## config.mk

```make
export PLATFORM = sky130hd
export DESIGN_NAME = snoop_wb_ctrl
export DESIGN_NICKNAME = d
export VERILOG_FILES = /design/src/rtl/snoop_wb_pkg.sv /design/src/rtl/snoop_wb_datapath.sv /design/src/rtl/snoop_wb_control.sv /design/src/rtl/snoop_wb_ctrl.sv
export SDC_FILE = /design/constraint.sdc
export NUM_CORES = 1
export LEC_CHECK = 0
export BUFFER_PORTS_ARGS = -buffer_cell sky130_fd_sc_hd__buf_2
export CAP_MARGIN = 10
export CORE_MARGIN = 4
export CORE_UTILIZATION = 56
export DETAILED_ROUTE_END_ITERATION = 8
export GPL_ROUTABILITY_DRIVEN = 0
export GPL_TIMING_DRIVEN = 0
export PLACE_DENSITY = 0.82
export RECOVER_POWER = 50
export SLEW_MARGIN = 10
export SYNTH_ARGS = -nofsm -noshare
export SYNTH_HDL_FRONTEND = slang
export SYNTH_SLANG_ARGS = --single-unit
```

## constraint.sdc

```tcl
create_clock -name clk -period 5.8 [get_ports clk]
set_input_delay 0.87 -clock clk [delete_from_list [all_inputs] [get_ports clk]]
set_output_delay 0.87 -clock clk [all_outputs]
set_load 0.02 [all_outputs]
```

## src/rtl/snoop_wb_pkg.sv

```systemverilog
package snoop_wb_pkg;
  typedef enum logic [1:0] {BLK_INV = 2'd0, BLK_SHR = 2'd1, BLK_EXC = 2'd2} blkState_e;

  localparam logic [1:0] CMD_NONE   = 2'd0;
  localparam logic [1:0] CMD_RDMISS = 2'd1;
  localparam logic [1:0] CMD_WRMISS = 2'd2;
  localparam logic [1:0] CMD_WBACK  = 2'd3;

  typedef struct packed {
    logic wrHit;      // local write into an owned block
    logic victimInv;  // dirty victim written back, drop it
    logic fill;       // miss granted, install the block
    logic fillExc;    // install as owned with processor data
  } ctlStrobe_t;
endpackage

```

## src/rtl/snoop_wb_datapath.sv

```systemverilog
module snoop_wb_datapath
  import snoop_wb_pkg::*;
#(
  parameter int ADDR_W = 16,
  parameter int DATA_W = 32,
  parameter int IDX_W  = 2
) (
  input  logic              clk,
  input  logic              rstN,
  input  logic [ADDR_W-1:0] cpuAddr,
  input  logic [DATA_W-1:0] cpuWdata,
  input  logic [DATA_W-1:0] busRdata,
  input  ctlStrobe_t        strobe,
  input  logic              snpValid,
  input  logic [1:0]        snpCmd,
  input  logic [ADDR_W-1:0] snpAddr,
  output blkState_e         cpuState,
  output logic              cpuTagMatch,
  output logic [DATA_W-1:0] cpuData,
  output logic [ADDR_W-1:0] victimAddr,
  output logic              snpWb,
  output logic [DATA_W-1:0] snpData
);
  localparam int TAG_W = ADDR_W - IDX_W;
  localparam int NBLK  = 2 ** IDX_W;

  blkState_e         stateQ [NBLK];
  logic [TAG_W-1:0]  tagQ   [NBLK];
  logic [DATA_W-1:0] dataQ  [NBLK];

  logic [IDX_W-1:0] cpuIdx, snpIdx;
  logic [TAG_W-1:0] cpuTag, snpTag;
  logic             snpMatch;

  assign cpuIdx = cpuAddr[IDX_W-1:0];
  assign cpuTag = cpuAddr[ADDR_W-1:IDX_W];
  assign snpIdx = snpAddr[IDX_W-1:0];
  assign snpTag = snpAddr[ADDR_W-1:IDX_W];

  assign cpuState    = stateQ[cpuIdx];
  assign cpuTagMatch = (tagQ[cpuIdx] == cpuTag);
  assign cpuData     = dataQ[cpuIdx];
  assign victimAddr  = {tagQ[cpuIdx], cpuIdx};

  assign snpMatch = snpValid && (stateQ[snpIdx] != BLK_INV) && (tagQ[snpIdx] == snpTag);
  assign snpWb    = snpMatch && (stateQ[snpIdx] == BLK_EXC) &&
                    ((snpCmd == CMD_RDMISS) || (snpCmd == CMD_WRMISS));
  assign snpData  = dataQ[snpIdx];

  for (genvar i = 0; i < NBLK; i++) begin : g_blk
    logic snpHere, cpuHere;
    assign snpHere = snpMatch && (snpIdx == IDX_W'(i));
    assign cpuHere = (cpuIdx == IDX_W'(i));

    always_ff @(posedge clk) begin
      if (!rstN) begin
        stateQ[i] <= BLK_INV;
      end else if (snpHere) begin
        if (snpCmd == CMD_WRMISS)
          stateQ[i] <= BLK_INV;
        else if (snpCmd == CMD_RDMISS && stateQ[i] == BLK_EXC)
          stateQ[i] <= BLK_SHR;
      end else if (cpuHere) begin
        if (strobe.fill)
          stateQ[i] <= strobe.fillExc ? BLK_EXC : BLK_SHR;
        else if (strobe.victimInv)
          stateQ[i] <= BLK_INV;
      end
    end

    always_ff @(posedge clk) begin
      if (cpuHere && !snpHere) begin
        if (strobe.fill) begin
          tagQ[i]  <= cpuTag;
          dataQ[i] <= strobe.fillExc ? cpuWdata : busRdata;
        end else if (strobe.wrHit) begin
          dataQ[i] <= cpuWdata;
        end
      end
    end
  end
endmodule

```

## src/rtl/snoop_wb_control.sv

```systemverilog
module snoop_wb_control
  import snoop_wb_pkg::*;
#(
  parameter int ADDR_W = 16,
  parameter int IDX_W  = 2
) (
  input  logic              clk,
  input  logic              rstN,
  input  logic              cpuReq,
  input  logic              cpuWe,
  input  logic [ADDR_W-1:0] cpuAddr,
  input  blkState_e         cpuState,
  input  logic              cpuTagMatch,
  input  logic              busGnt,
  input  logic              snpValid,
  input  logic [ADDR_W-1:0] snpAddr,
  output ctlStrobe_t        strobe,
  output logic              cpuReady,
  output logic              busReq,
  output logic [1:0]        busCmd,
  output logic              wbPhase,
  output logic              fromBus
);
  typedef enum logic [1:0] {PH_IDLE, PH_WB, PH_MISS} phase_e;

  phase_e phQ, phNxt;
  logic   snoopClash, hitOk, dirtyVictim;

  assign snoopClash  = snpValid && (snpAddr[IDX_W-1:0] == cpuAddr[IDX_W-1:0]);
  assign hitOk       = cpuTagMatch &&
                       ((cpuState == BLK_EXC) || (cpuState == BLK_SHR && !cpuWe));
  assign dirtyVictim = (cpuState == BLK_EXC) && !cpuTagMatch;

  always_comb begin
    phNxt    = phQ;
    strobe   = '0;
    cpuReady = 1'b0;
    busReq   = 1'b0;
    busCmd   = CMD_NONE;
    wbPhase  = 1'b0;
    fromBus  = 1'b0;
    case (phQ)
      PH_IDLE: begin
        if (cpuReq && !snoopClash) begin
          if (hitOk) begin
            cpuReady     = 1'b1;
            strobe.wrHit = cpuWe;
          end else if (dirtyVictim) begin
            phNxt = PH_WB;
          end else begin
            phNxt = PH_MISS;
          end
        end
      end
      PH_WB: begin
        if (dirtyVictim) begin
          busReq  = 1'b1;
          busCmd  = CMD_WBACK;
          wbPhase = 1'b1;
          if (busGnt) begin
            strobe.victimInv = 1'b1;
            phNxt            = PH_MISS;
          end
        end else begin
          phNxt = PH_MISS;
        end
      end
      PH_MISS: begin
        busReq = 1'b1;
        busCmd = cpuWe ? CMD_WRMISS : CMD_RDMISS;
        if (busGnt) begin
          strobe.fill    = 1'b1;
          strobe.fillExc = cpuWe;
          cpuReady       = 1'b1;
          fromBus        = 1'b1;
          phNxt          = PH_IDLE;
        end
      end
      default: phNxt = PH_IDLE;
    endcase
  end

  always_ff @(posedge clk) begin
    if (!rstN) phQ <= PH_IDLE;
    else       phQ <= phNxt;
  end
endmodule

```

## src/rtl/snoop_wb_ctrl.sv

```systemverilog
module snoop_wb_ctrl
  import snoop_wb_pkg::*;
#(
  parameter int ADDR_W = 16,
  parameter int DATA_W = 32,
  parameter int IDX_W  = 2
) (
  input  logic              clk,
  input  logic              rstN,
  input  logic              cpuReq,
  input  logic              cpuWe,
  input  logic [ADDR_W-1:0] cpuAddr,
  input  logic [DATA_W-1:0] cpuWdata,
  output logic              cpuReady,
  output logic [DATA_W-1:0] cpuRdata,
  output logic              busReq,
  output logic [1:0]        busCmd,
  output logic [ADDR_W-1:0] busAddr,
  output logic [DATA_W-1:0] busWdata,
  input  logic              busGnt,
  input  logic [DATA_W-1:0] busRdata,
  input  logic              snpValid,
  input  logic [1:0]        snpCmd,
  input  logic [ADDR_W-1:0] snpAddr,
  output logic              snpWb,
  output logic [DATA_W-1:0] snpData,
  output logic              memAbort
);
  ctlStrobe_t        strobe;
  blkState_e         cpuState;
  logic              cpuTagMatch, wbPhase, fromBus;
  logic [DATA_W-1:0] cpuData;
  logic [ADDR_W-1:0] victimAddr;

  snoop_wb_datapath #(.ADDR_W(ADDR_W), .DATA_W(DATA_W), .IDX_W(IDX_W)) u_dp (
    .clk(clk), .rstN(rstN), .cpuAddr(cpuAddr), .cpuWdata(cpuWdata),
    .busRdata(busRdata), .strobe(strobe), .snpValid(snpValid),
    .snpCmd(snpCmd), .snpAddr(snpAddr), .cpuState(cpuState),
    .cpuTagMatch(cpuTagMatch), .cpuData(cpuData), .victimAddr(victimAddr),
    .snpWb(snpWb), .snpData(snpData)
  );

  snoop_wb_control #(.ADDR_W(ADDR_W), .IDX_W(IDX_W)) u_ctl (
    .clk(clk), .rstN(rstN), .cpuReq(cpuReq), .cpuWe(cpuWe), .cpuAddr(cpuAddr),
    .cpuState(cpuState), .cpuTagMatch(cpuTagMatch), .busGnt(busGnt),
    .snpValid(snpValid), .snpAddr(snpAddr), .strobe(strobe),
    .cpuReady(cpuReady), .busReq(busReq), .busCmd(busCmd),
    .wbPhase(wbPhase), .fromBus(fromBus)
  );

  assign cpuRdata = fromBus ? busRdata : cpuData;
  assign busAddr  = wbPhase ? victimAddr : cpuAddr;
  assign busWdata = cpuData;
  assign memAbort = snpWb;
endmodule

```

-- Yosys cells after proc, flatten, opt, wreduce, memory -nomap -nowiden
Memory sizes are Yosys's and may differ from the RTL's.
Index checks and enable logic that the tools add are counted.
- add/sub/neg operators: 0
- $mul: 0
- divide/modulo/power cells: 0
- $lt $le $gt $ge: 0
- equal/unequal tests: 24
- shifts and indexed selects: 0
- muxes and demuxes: 154
- bitwise logic cells: 20
- reduce and logical (&&, ||, !) cells: 41
- operators by type and width (operator ; count):
    2-to-1 mux 32 bit ; 9
    2-to-1 mux 1 bit ; 104
    OR reduction 32 bit ; 3
    2-to-1 mux 2 bit ; 33
    2-to-1 mux 14 bit ; 3
    OR reduction 14 bit ; 3
    equality test 14 bit ; 2
    equality test 2 bit, second input constant ; 12
    logical AND 1 bit ; 21
    OR 1 bit ; 20
    2-to-1 mux 16 bit ; 1
    equality test 2 x 1 -> 1 bit, second input constant ; 5
    zero test 1 bit ; 7
    zero test 2 bit ; 3
    case mux 2 bit (3 select lines) ; 1
    inequality test 2 bit, second input constant ; 2
    case mux 1 bit (2 select lines) ; 2
    case mux 2 bit (2 select lines) ; 1
    AND reduction 4 bit ; 1
    inequality test 3 bit, second input constant ; 1
    equality test 2 bit ; 1
    logical OR 1 bit ; 2
    inequality test 2 x 1 -> 1 bit, second input constant ; 1
    nonzero test 2 bit ; 1
- register bits: 2
- bits in latches: 0
- bits in writable memories: 192
- bits in read-only memories: 0
- input port bits: 104
- output and inout bits: 118
- logic and storage cells: 243
- memories: 3
- memory list (memory ; depth ; bits a word ; read ports ; clocked after Yosys merged registers in ; write ports ; line ; source):
    u_dp.dataQ ; 4 ; 32 ; 2 ; 0 ; 1 ; snoop_wb_datapath.sv:29 ; logic [DATA_W-1:0] dataQ [NBLK];
    u_dp.tagQ ; 4 ; 14 ; 2 ; 0 ; 1 ; snoop_wb_datapath.sv:28 ; logic [TAG_W-1:0] tagQ [NBLK];
    u_dp.stateQ ; 4 ; 2 ; 6 ; 0 ; 4 ; snoop_wb_datapath.sv:27 ; blkState_e stateQ [NBLK];

-- Logic depth before layout (Yosys ltp)
Gate-level depths: netlist (run 1).
An unclocked memory read counts as a cell.
- depth after elaboration: 17
- gate-level depth with buffers: 11
- mapped depth without buffers: 7

-- Hierarchy
From an unflattened synthesis (run 1), not the netlist that was laid out.
- cells, all modules: 907
- area, all modules: 12453.2 um^2
- by module, submodules not included (module ; instances ; cells each ; area each (um^2) ; seq. area each (um^2)):
    snoop_wb_datapath ; 1 ; 812 ; 11320.9 ; 5765.5
    snoop_wb_ctrl ; 1 ; 55 ; 800.8 ; 0.0
    snoop_wb_control ; 1 ; 40 ; 331.6 ; 40.0

-- Worst setup path before layout (run 1)
No wires, ideal clock.
- path kind: input-to-reg
- start point: input cpuAddr[0]
- end point: memory u_dp.dataQ[1][0], enable pin
- library setup time: 432 ps
- data arrival time: 4232 ps
- data required time: 5368 ps
- path slack: 1136 ps
- cell stages on the path: 9
- buffers on the path: 3
- path through: buf_6 -> buf_6 -> mux4_2 -> xnor2_2 -> nand4_2 -> nor4_4 -> nand3_2 -> buf_6 -> a21oi_1
- longest elaborated chain between the ends: 17
- ends and longest elaborated chain (what ; line ; source):
    start, declared ; snoop_wb_ctrl.sv:12 ; input logic [ADDR_W-1:0] cpuAddr,
    memory read (4 x 2 bit) ; - ;
    equality test 2 x 1 -> 1 bit ; snoop_wb_control.sv:31 ; ((cpuState == BLK_EXC) || (cpuState == BLK_SHR && !cpuWe));
    logical AND 1 bit ; snoop_wb_control.sv:31 ;
    logical OR 1 bit ; snoop_wb_control.sv:31 ;
    logical AND 1 bit ; snoop_wb_control.sv:30 ; assign hitOk = cpuTagMatch &&
    2-to-1 mux 1 bit ; snoop_wb_control.sv:45 ; if (hitOk) begin
    2-to-1 mux 1 bit ; snoop_wb_control.sv:44 ; if (cpuReq && !snoopClash) begin
    2-to-1 mux 1 bit ; snoop_wb_control.sv:42 ; case (phQ)
    2-to-1 mux 1 bit ; snoop_wb_datapath.sv:76 ; end else if (strobe.wrHit) begin
    2-to-1 mux 1 bit ; snoop_wb_datapath.sv:73 ; if (strobe.fill) begin
    2-to-1 mux 1 bit ; snoop_wb_datapath.sv:72 ; if (cpuHere && !snpHere) begin
    2-to-1 mux 1 bit (not written as such) ; snoop_wb_datapath.sv:77 ; dataQ[i] <= cpuWdata;
    OR 1 bit (no line) ; - ;
    OR reduction 32 bit (no line) ; - ;
    2-to-1 mux 2 bit (no line) / 2-to-1 mux 1 bit (equally long branches) (3 in a row) ; - ;
    end, declared ; snoop_wb_datapath.sv:29 ;
Parallel ways exist; a longest one is shown, timed or not.

-- Worst setup path in the final report (run 1)
- start point: input cpuAddr[1]
- end point: output busAddr[8]
- longest elaborated chain between the ends: 7
- ends and longest elaborated chain (what ; line ; source):
    memory read (4 x 14 bit) ; - ;
    equality test 14 bit ; snoop_wb_datapath.sv:41 ; assign cpuTagMatch = (tagQ[cpuIdx] == cpuTag);
    zero test 1 bit ; snoop_wb_control.sv:32 ; assign dirtyVictim = (cpuState == BLK_EXC) && !cpuTagMatch;
    logical AND 1 bit ; snoop_wb_control.sv:32 ;
    2-to-1 mux 1 bit ; snoop_wb_control.sv:56 ; if (dirtyVictim) begin
    2-to-1 mux 1 bit ; snoop_wb_control.sv:42 ;
    2-to-1 mux 16 bit * ; snoop_wb_ctrl.sv:52 ; assign busAddr = wbPhase ? victimAddr : cpuAddr;
    end, declared ; snoop_wb_ctrl.sv:18 ; output logic [ADDR_W-1:0] busAddr,
Mark *: on every way between the ends. The rest lies on a longest branch, timed or not.

==> impl_metrics.env, run 1 <==
export IMPL_yosys_warnings=0
export IMPL_path_clk_slew_ns=0.07
export IMPL_clk_latency_ns=0.43
export IMPL_synthCells=709
export IMPL_cp_cell_sequence="clkbuf_1 -> clkbuf_1 -> mux4_2 -> xnor2_1 -> nand4_1 -> or4_4 -> nand3_1 -> buf_4 -> mux2_2 -> buf_2"
export IMPL_ys_seq_elements=194
export IMPL_cts_resized=0
export IMPL_antenna_found_initial=3
export IMPL_regArea_um2=5810
export IMPL_drcViolationCount=0
export IMPL_placedCellCount=1194
export IMPL_initial_utilization=0.571
export IMPL_fin_hold_ws_ns=0.483
export IMPL_vias=8031
export IMPL_cts_max_level=4
export IMPL_yosysSeqAreaShare=0.521
export IMPL_drive_gt1_frac=0.377
export IMPL_slew_headroom=0.342
export IMPL_syn_to_final_growth_pct=17.6
export IMPL_rsz0062_at_grt="no"
export IMPL_cts_tree="done"
export IMPL_wl_um=30700
export IMPL_synth_edf_count=192
export IMPL_clock_sinks=194
export IMPL_worstSetupEndpointType="output port"
export IMPL_ys_async_sr_fraction=0
export IMPL_fill_cells=1448
export IMPL_power_density_nw_per_um2=263
export IMPL_fin_nets=1057
export IMPL_min_path_cells=2
export IMPL_cp_arrival_ns=4.32
export IMPL_die_h_um=149
export IMPL_hpwlAfterDp_um=21600
export IMPL_maxCapViolations=0
export IMPL_worstHoldPathType="flip-flop to flip-flop"
export IMPL_clockRootBuffer="clkbuf_16"
export IMPL_synthFlopType="edfxtp_1"
export IMPL_syn_num_nets=818
export IMPL_drt_iter0_drc=708
export IMPL_cts_made_buffers=17
export IMPL_worstPathRequired_ns=4.93
export IMPL_leakage_nw=4.36
export IMPL_path_max_fanout=10
export IMPL_worstMarginPinSlew_ns=0.978
export IMPL_first_pass_iters=5
export IMPL_ant_nets=0
export IMPL_wl_per_cell_um=25.1
export IMPL_grt_pass1_vias=8249
export IMPL_port_buffers=216
export IMPL_worst_setup_path_type="input port to output port"
export IMPL_crit_top_cell="clkbuf_1"
export IMPL_fmax_ghz=0.193
export IMPL_hold_violations=0
export IMPL_syn_area_per_cell_um2=15.7
export IMPL_postCtsSetupBuffers=0
export IMPL_critical_path_slowest_cell="clkbuf_1"
export IMPL_die_w_um=149
export IMPL_fin_skew_ns=0.0138
export IMPL_cts_hold_buf=0
export IMPL_period_share=0.895
export IMPL_syn_area_um2=11100
export IMPL_io_pin_count=222
export IMPL_die_area_um2=22200
export IMPL_worstSetupStartpointType="input port"
export IMPL_finalSetupViolCount=0
export IMPL_rows=51
export IMPL_grt_ovfl_total=0
export IMPL_r2r_cells=9
export IMPL_clk_path_buf_depth=2
export IMPL_ir_worst_vdd_mv=0.223
export IMPL_outcome="finished clean"
export IMPL_grt_pass1_wl_um=45800
export IMPL_fin_cells=1226
export IMPL_viasPerCell=6.55
export IMPL_grt_max_degree=22
export IMPL_multi_input_area_um2=4950
export IMPL_cp_slowest_stage_delay_ns=0.64
export IMPL_min_period_ns=5.19
export IMPL_track_usage=0.275
export IMPL_core_area_um2=19500
export IMPL_finalMaxSlewViolations=0
export IMPL_ys_types=46
path summary, 6_finish.rpt:
| kind | start | end | slack [ns] |
|---|---|---|---|
| worst max-delay path | cpuAddr[1] | busAddr[8] | 0.61 |
| worst min-delay path | u_ctl.phQ[0] | u_ctl.phQ[0] | 0.48 |
| worst max register to register | u_dp.tagQ[3][6] | u_dp.dataQ[3][13] | 1.50 |
| worst min register to register | u_ctl.phQ[0] | u_ctl.phQ[0] | 0.48 |
worst max-delay path, delay by kind of cell:
family | cells | cell delay (ns)
buffers and inverters | 4 | 1.37
and+or+nand+nor | 3 | 1.06
muxes | 2 | 0.84
xor gates and xnor gates | 1 | 0.17
logic make-up after synthesis:
logic type,count (synthesis),synth area share
AO/OA/AOI/OAI,157,0.121
buffers and inverters,73,0.0361
adder cells (fa/ha/maj),5,0.00561
XOR/XNOR,30,0.0242
AND/OR/NAND/NOR,107,0.0505
flip-flops,194,0.521
multiplexers,143,0.241
where the power goes:
group	internal (mW)	leakage [nW]	switching, mW
clock network	0.588	0.264	0.515
logic	0.285	2.34	0.431
registers	1.60	1.76	0.0184
layer usage:
| metal | part of all wire | track usage |
|---|---|---|
| met1 | 0.36 | 0.345 |
| met4 | 0.024 | 0.0874 |
| met2 | 0.51 | 0.482 |
| met3 | 0.099 | 0.0577 |
| met5 | 0.00088 | 0 |
area by class of cell:
type,instances,share of cell area
well taps,265,0.0253
clock buffers,17,0.0324
inverters,10,0.00286
repair buffers,220,0.0839
flip-flops and latches,194,0.443
clock inverters,14,0.00868
diodes,1,0.000191
plain buffers,63,0.0261
multi-input cells,442,0.378
layout by cell type (no fill, tap or decap), types with 17 or more instances in the layout:
cell       instances
buf_2            156
clkbuf_1         102
clkbuf_16         17
edfxtp_1         192
mux2_2            46
mux4_2            96
nand2_1           44
o2bb2ai_1        128
xnor2_1           29
Yosys cell counts (2+ instances only):
cell type  instances  area (um2)
edfxtp_1         192        5770
o2bb2ai_1        128        1120
mux4_2            96        2160
mux2_2            46         518
nand2_1           44         165
xnor2_1           29         254
buf_2             19        95.1
clkbuf_1          16        60.1
nor2_1            13        48.8
buf_1             12        45.0
buf_6             12         135
inv_1             10        37.5
nand3_1           10        50.1
a21oi_1            8        40.0
nand4_1            8        50.1
nor2b_1            7        43.8
ha_1               5        62.6
nand3b_1           5        37.5
o21ai_0            5        25.0
buf_4              4        30.0
o221ai_1           4        35.0
nor2_2             3        18.8
o21ai_4            3        48.8
a211oi_1           2        15.0
and3_1             2        12.5
dfxtp_1            2        40.0
nand2b_1           2        12.5
nand3_2            2        20.0
nand4b_1           2        17.5
nor4_1             2        12.5
registers in the layout, summed over array words and instances (netlist names):
signal and flops:
u_ctl.phQ 2, u_dp.dataQ 128, u_dp.stateQ 8, u_dp.tagQ 56
metrics by stage:
| step | total power [mW] | util | worst slack, ns | setup TNS, ns | area (um2) |
|---|---|---|---|---|---|
| 2_1_floorplan | 2.13 | - | 1.14 | 0 | 11100 |
| 3_3_place_gp | 2.35 | 0.643 | -0.856 | -98.19 | 12600 |
| 3_5_place_dp | 2.37 | 0.651 | 0.897 | 0 | 12700 |
| 4_1_cts | 3.45 | 0.679 | 0.861 | 0 | 13300 |
| 5_1_grt | 3.55 | 0.671 | 0.465 | 0 | 13100 |
| 6_report | 3.44 | 0.671 | 0.607 | 0 | 13100 |
Note: power is estimated with default switching activity, not from simulation.
==> run 2, diff against run 1 <==
--- a/config.mk
+++ b/config.mk
@@ -12,6 +12,7 @@
 export DETAILED_ROUTE_END_ITERATION = 8
 export GPL_ROUTABILITY_DRIVEN = 0
 export GPL_TIMING_DRIVEN = 0
+export MAX_ROUTING_LAYER = met4
 export PLACE_DENSITY = 0.82
 export RECOVER_POWER = 50
 export SLEW_MARGIN = 10
==> run 2 against run 1 <==
  * Clock skew shrank 0.0024 ns
  * First-iteration DRC count decreased by 0.14%
  * Maximum frequency fell by 0.44%
  * Flip-flop and latch count unchanged
  * Sequential share of layout area about the same
  * Critical path depth stayed put
  * Die area unchanged
  * Via count up 0.54%
  * Register-to-register slack hardly changed
  * Hold slack improved by 0.0010 ns
  * Global-route usage up 0.83 points
  * Largest power group unchanged
==> impl_metrics.env, run 2 (synthesized netlist as in run 1, its figures left out) <==
export IMPL_cts_hold_buf=0
export IMPL_ir_worst_vdd_mv=0.222
export IMPL_worstMarginPinSlew_ns=1.07
export IMPL_critical_path_slowest_cell="clkbuf_1"
export IMPL_crit_reg2reg_launch="u_dp.tagQ[3][6]"
export IMPL_placed_cell_area_um2=12700
export IMPL_cts_made_buffers=17
export IMPL_worst_setup_path_type="input port to output port"
export IMPL_viasPerCell=6.57
export IMPL_cp_startpoint="cpuAddr[1]"
export IMPL_largest_reg_flops=128
export IMPL_initial_utilization=0.571
export IMPL_antenna_found_initial=3
export IMPL_design_area_um2=13100
export IMPL_first_pass_iters=5
export IMPL_regArea_um2=5810
export IMPL_grt_ovfl_total=0
export IMPL_drive_gt1_frac=0.374
export IMPL_ant_nets=0
export IMPL_port_buffers=216
export IMPL_clockRootBuffer="clkbuf_16"
export IMPL_worstHoldStart="u_ctl.phQ[0]"
export IMPL_post_route_util=0.672
export IMPL_hold_violations=0
export IMPL_core_area_um2=19500
export IMPL_fin_nets=1057
export IMPL_cp_cell_sequence="clkbuf_1 -> clkbuf_1 -> mux4_2 -> xnor2_1 -> nand4_1 -> or4_4 -> nand3_1 -> buf_4 -> mux2_2 -> buf_2"
export IMPL_track_usage=0.283
export IMPL_grt_pass1_wl_um=45800
export IMPL_rows=51
export IMPL_cts_tree="done"
export IMPL_syn_to_final_growth_pct=17.7
export IMPL_layout_commonest_cell="edfxtp_1"
export IMPL_grt_pass1_vias=8246
export IMPL_multi_input_area_um2=4960
export IMPL_worstSetupStartpointType="input port"
export IMPL_placedCellCount=1194
export IMPL_fin_skew_ns=0.0114
export IMPL_worstPathRequired_ns=4.93
export IMPL_fill_cells=1445
export IMPL_min_period_ns=5.22
export IMPL_die_h_um=149
export IMPL_maxCapViolations=0
export IMPL_worstSetupEndpointType="output port"
export IMPL_slew_headroom=0.285
export IMPL_cp_num_buf_inv=4
export IMPL_cp_slowest_stage_delay_ns=0.66
export IMPL_leakage_nw=4.35
export IMPL_postCtsSetupBuffers=0
export IMPL_drt_iter0_drc=707
export IMPL_fmax_ghz=0.192
export IMPL_finalMaxSlewViolations=0
export IMPL_die_area_um2=22200
export IMPL_finalSetupViolCount=0
export IMPL_clock_sinks=194
export IMPL_wl_um=30700
export IMPL_die_w_um=149
export IMPL_crit_family="buffers and inverters"
export IMPL_clk_latency_ns=0.43
export IMPL_vias=8074
export IMPL_cp_arrival_ns=4.35
export IMPL_period_share=0.899
export IMPL_grt_max_degree=22
export IMPL_power_density_nw_per_um2=262
export IMPL_outcome="finished clean"
export IMPL_io_pin_count=222
export IMPL_drcViolationCount=0
export IMPL_clk_path_buf_depth=2
export IMPL_fin_hold_ws_ns=0.485
export IMPL_cts_max_level=4
export IMPL_crit_top_cell="clkbuf_1"
export IMPL_worstHoldPathType="flip-flop to flip-flop"
export IMPL_path_clk_slew_ns=0.07
export IMPL_reg_top3="u_dp.dataQ (128), u_dp.tagQ (56), u_dp.stateQ (8)"
export IMPL_layout_common_cells="edfxtp_1 (192), buf_2 (153), o2bb2ai_1 (128)"
export IMPL_wl_per_cell_um=25.0
export IMPL_hpwlAfterDp_um=21600
export IMPL_rsz0062_at_grt="no"
export IMPL_path_max_fanout=10
export IMPL_top_register="u_dp.dataQ"
export IMPL_fin_cells=1228
export IMPL_cts_resized=0
==> run 2: worst paths after layout <==
kind	end	slack [ns]	cells past startpoint
worst max-delay path	busAddr[8]	0.58	10
worst min-delay path	u_ctl.phQ[0]	0.48	2
worst max register to register	u_dp.dataQ[2][28]	1.49	9
worst min register to register	u_ctl.phQ[0]	0.48	2
==> run 2: tightest hold or removal path: cells and delay by family (launching register included) <==
family,cells,cell delay (ns)
flops,1,0.32
mux,1,0.06
simple gates,1,0.06
==> run 2: final cells by class <==
type | instances | area share
Buffer | 63 | 0.0258
Inverter | 10 | 0.00286
Clock inverter | 14 | 0.00868
Sequential cell | 194 | 0.442
Timing Repair Buffer | 220 | 0.0838
Antenna cell | 3 | 0.000572
Clock buffer | 17 | 0.0324
Tap cell | 265 | 0.0253
Multi-Input combinational cell | 442 | 0.378
==> run 2: where the power goes <==
group / internal [mW] / switching (mW) / total, mW
sequential: 1.60 / 0.0186 / 1.62
combinational: 0.286 / 0.431 / 0.717
clock: 0.588 / 0.513 / 1.10
==> run 2: per-stage QoR <==
stage / setup slack (ns) / setup TNS, ns / total power, mW
final: 0.584 / 0 / 3.44
after global routing: 0.465 / 0 / 3.55
after CTS: 0.861 / 0 / 3.45
after detailed placement: 0.897 / 0 / 2.37
after global placement: -0.856 / -98.19 / 2.35
after floorplan: 1.14 / 0 / 2.13
==> run 2: layer usage <==
metal	vias to the layer above	share of wire	GRT usage
li1	3462	-	-
met1	4025	0.36	0.350
met2	529	0.51	0.481
met3	58	0.10	0.0507
met4	0	0.025	0.0915
met5	-	0	-
==> run 3, diff against run 2 <==
--- a/config.mk
+++ b/config.mk
@@ -8,12 +8,12 @@
 export BUFFER_PORTS_ARGS = -buffer_cell sky130_fd_sc_hd__buf_2
 export CAP_MARGIN = 10
 export CORE_MARGIN = 4
-export CORE_UTILIZATION = 56
+export CORE_UTILIZATION = 31
+export CTS_CLUSTER_DIAMETER = 120
 export DETAILED_ROUTE_END_ITERATION = 8
 export GPL_ROUTABILITY_DRIVEN = 0
-export GPL_TIMING_DRIVEN = 0
 export MAX_ROUTING_LAYER = met4
-export PLACE_DENSITY = 0.82
+export PLACE_DENSITY = 0.51
 export RECOVER_POWER = 50
 export SLEW_MARGIN = 10
 export SYNTH_ARGS = -nofsm -noshare
==> run 3 against run 2 <==
  * The run now ends with capacitance limit, slew limit left
  * Register-to-register slack worse by 0.26 ns
  * Final area up 0.27%
  * Hold slack better by 0.021 ns
  * Sequential share of layout area down 0.12 points
  * Maximum frequency up 1.0%
==> impl_metrics.env, run 3 (synthesized netlist as in run 1, its figures left out) <==
export IMPL_clk_path_buf_depth=2
export IMPL_largest_reg_flops=128
export IMPL_period_share=0.890
export IMPL_worstSetupStartpointType="input port"
export IMPL_fmax_ghz=0.194
export IMPL_fin_hold_ws_ns=0.506
export IMPL_postCtsSetupBuffers=0
export IMPL_grt_max_degree=44
export IMPL_fin_ws_ns=0.637
export IMPL_path_clk_slew_ns=0.07
export IMPL_hpwlAfterDp_um=23000
export IMPL_cts_tree="done"
export IMPL_worstMarginPinSlew_ns=1.62
export IMPL_worstHoldPathType="flip-flop to flip-flop"
export IMPL_ir_worst_vdd_mv=0.196
export IMPL_fin_skew_ns=0.0110
export IMPL_critical_path_slowest_cell="a21oi_2"
export IMPL_tns_ns=0
export IMPL_hold_violations=0
export IMPL_post_route_util=0.371
export IMPL_dp_slack_ns=0.888
export IMPL_outcome="finished, violations left"
export IMPL_die_area_um2=39100
export IMPL_track_usage=0.182
export IMPL_vias=7618
export IMPL_worstSetupEndpointType="flip-flop"
export IMPL_drive_gt1_frac=0.382
export IMPL_fin_nets=1017
export IMPL_die_h_um=198
export IMPL_finalSetupViolCount=0
export IMPL_crit_top_cell="buf_4"
export IMPL_leakage_nw=4.27
export IMPL_clock_sinks=194
export IMPL_violations="capacitance limit, slew limit"
export IMPL_fin_cells=1384
export IMPL_port_buffers=221
export IMPL_cp_cell_sequence="buf_4 -> mux4_2 -> xnor2_1 -> nand4_1 -> nor4_1 -> nand3_1 -> a21oi_2 -> buf_4"
export IMPL_cts_made_buffers=17
export IMPL_die_w_um=198
export IMPL_io_pin_count=222
export IMPL_slew_headroom=-0.0851
export IMPL_worst_setup_path_type="input port to flip-flop"
export IMPL_antenna_found_initial=2
export IMPL_core_area_um2=35500
export IMPL_layout_common_cells="edfxtp_1 (192), buf_2 (141), o2bb2ai_1 (128)"
export IMPL_cp_slowest_stage_delay_ns=1.06
export IMPL_grt_pass1_vias=7976
export IMPL_path_max_fanout=24
export IMPL_rows=69
export IMPL_min_period_ns=5.16
export IMPL_finalMaxSlewViolations=68
export IMPL_layout_commonest_cell="edfxtp_1"
export IMPL_placedCellCount=1350
export IMPL_placed_cell_area_um2=12700
export IMPL_viasPerCell=5.50
export IMPL_design_area_um2=13200
export IMPL_wl_um=34600
export IMPL_clk_latency_ns=0.44
export IMPL_clockRootBuffer="clkbuf_16"
export IMPL_rsz0062_at_grt="no"
export IMPL_cts_max_level=4
export IMPL_power_density_nw_per_um2=266
export IMPL_ant_nets=0
export IMPL_top_register="u_dp.dataQ"
export IMPL_worstPathRequired_ns=5.91
export IMPL_cts_hold_buf=0
export IMPL_total_power_mw=3.50
export IMPL_fill_cells=3434
export IMPL_wl_per_cell_um=25.0
export IMPL_syn_to_final_growth_pct=18.0
export IMPL_cp_arrival_ns=5.28
export IMPL_maxCapViolations=3
export IMPL_grt_pass1_wl_um=51100
export IMPL_drt_iter0_drc=531
export IMPL_grt_ovfl_total=0
export IMPL_drcViolationCount=0
export IMPL_reg_top3="u_dp.dataQ (128), u_dp.tagQ (56), u_dp.stateQ (8)"
export IMPL_cts_resized=0
export IMPL_initial_utilization=0.314
export IMPL_first_pass_iters=7
-- run 3: layout make-up --
cell class                 instances  area (um2)  share of cell area
antenna                            2        5.00            0.000380
clock inverter                     9         109             0.00827
timing repair buffer             243        1180              0.0901
sequential                       194        5810               0.441
inverter                          10        37.5             0.00285
tap                              461         577              0.0438
clock buffer                      23         458              0.0348
multi-input combinational        442        4980               0.378
-- run 3: worst paths after layout --
| kind | slack [ns] | depth (start not counted) | from | end |
|---|---|---|---|---|
| worst min-delay path | 0.51 | 2 | u_ctl.phQ[0] | u_ctl.phQ[0] |
| worst max register to register | 1.23 | 7 | u_dp.tagQ[3][5] | u_dp.dataQ[0][2] |
| worst max-delay path | 0.64 | 8 | cpuAddr[0] | u_dp.dataQ[0][2] |
| worst min register to register | 0.51 | 2 | u_ctl.phQ[0] | u_ctl.phQ[0] |
-- run 3: metal layers --
| layer | GRT usage | routed length [um] |
|---|---|---|
| met5 | - | 0 |
| met2 | 0.300 | 17300 |
| met4 | 0.0329 | 269 |
| met1 | 0.238 | 14900 |
| met3 | 0.0350 | 2120 |
-- run 3: worst max-delay path, delay by kind of cell --
| kind | cells | cell delay [ns] |
|---|---|---|
| buf+inv | 2 | 0.88 |
| xor+xnor | 1 | 0.22 |
| compound gates | 1 | 1.06 |
| mux | 1 | 0.62 |
| simple gates | 3 | 1.58 |
-- run 3: power breakdown --
part	switching, mW	internal (mW)	leakage [nW]	total [mW]
clock network	0.525	0.648	0.276	1.17
logic	0.430	0.274	2.23	0.705
registers	0.0182	1.60	1.76	1.62
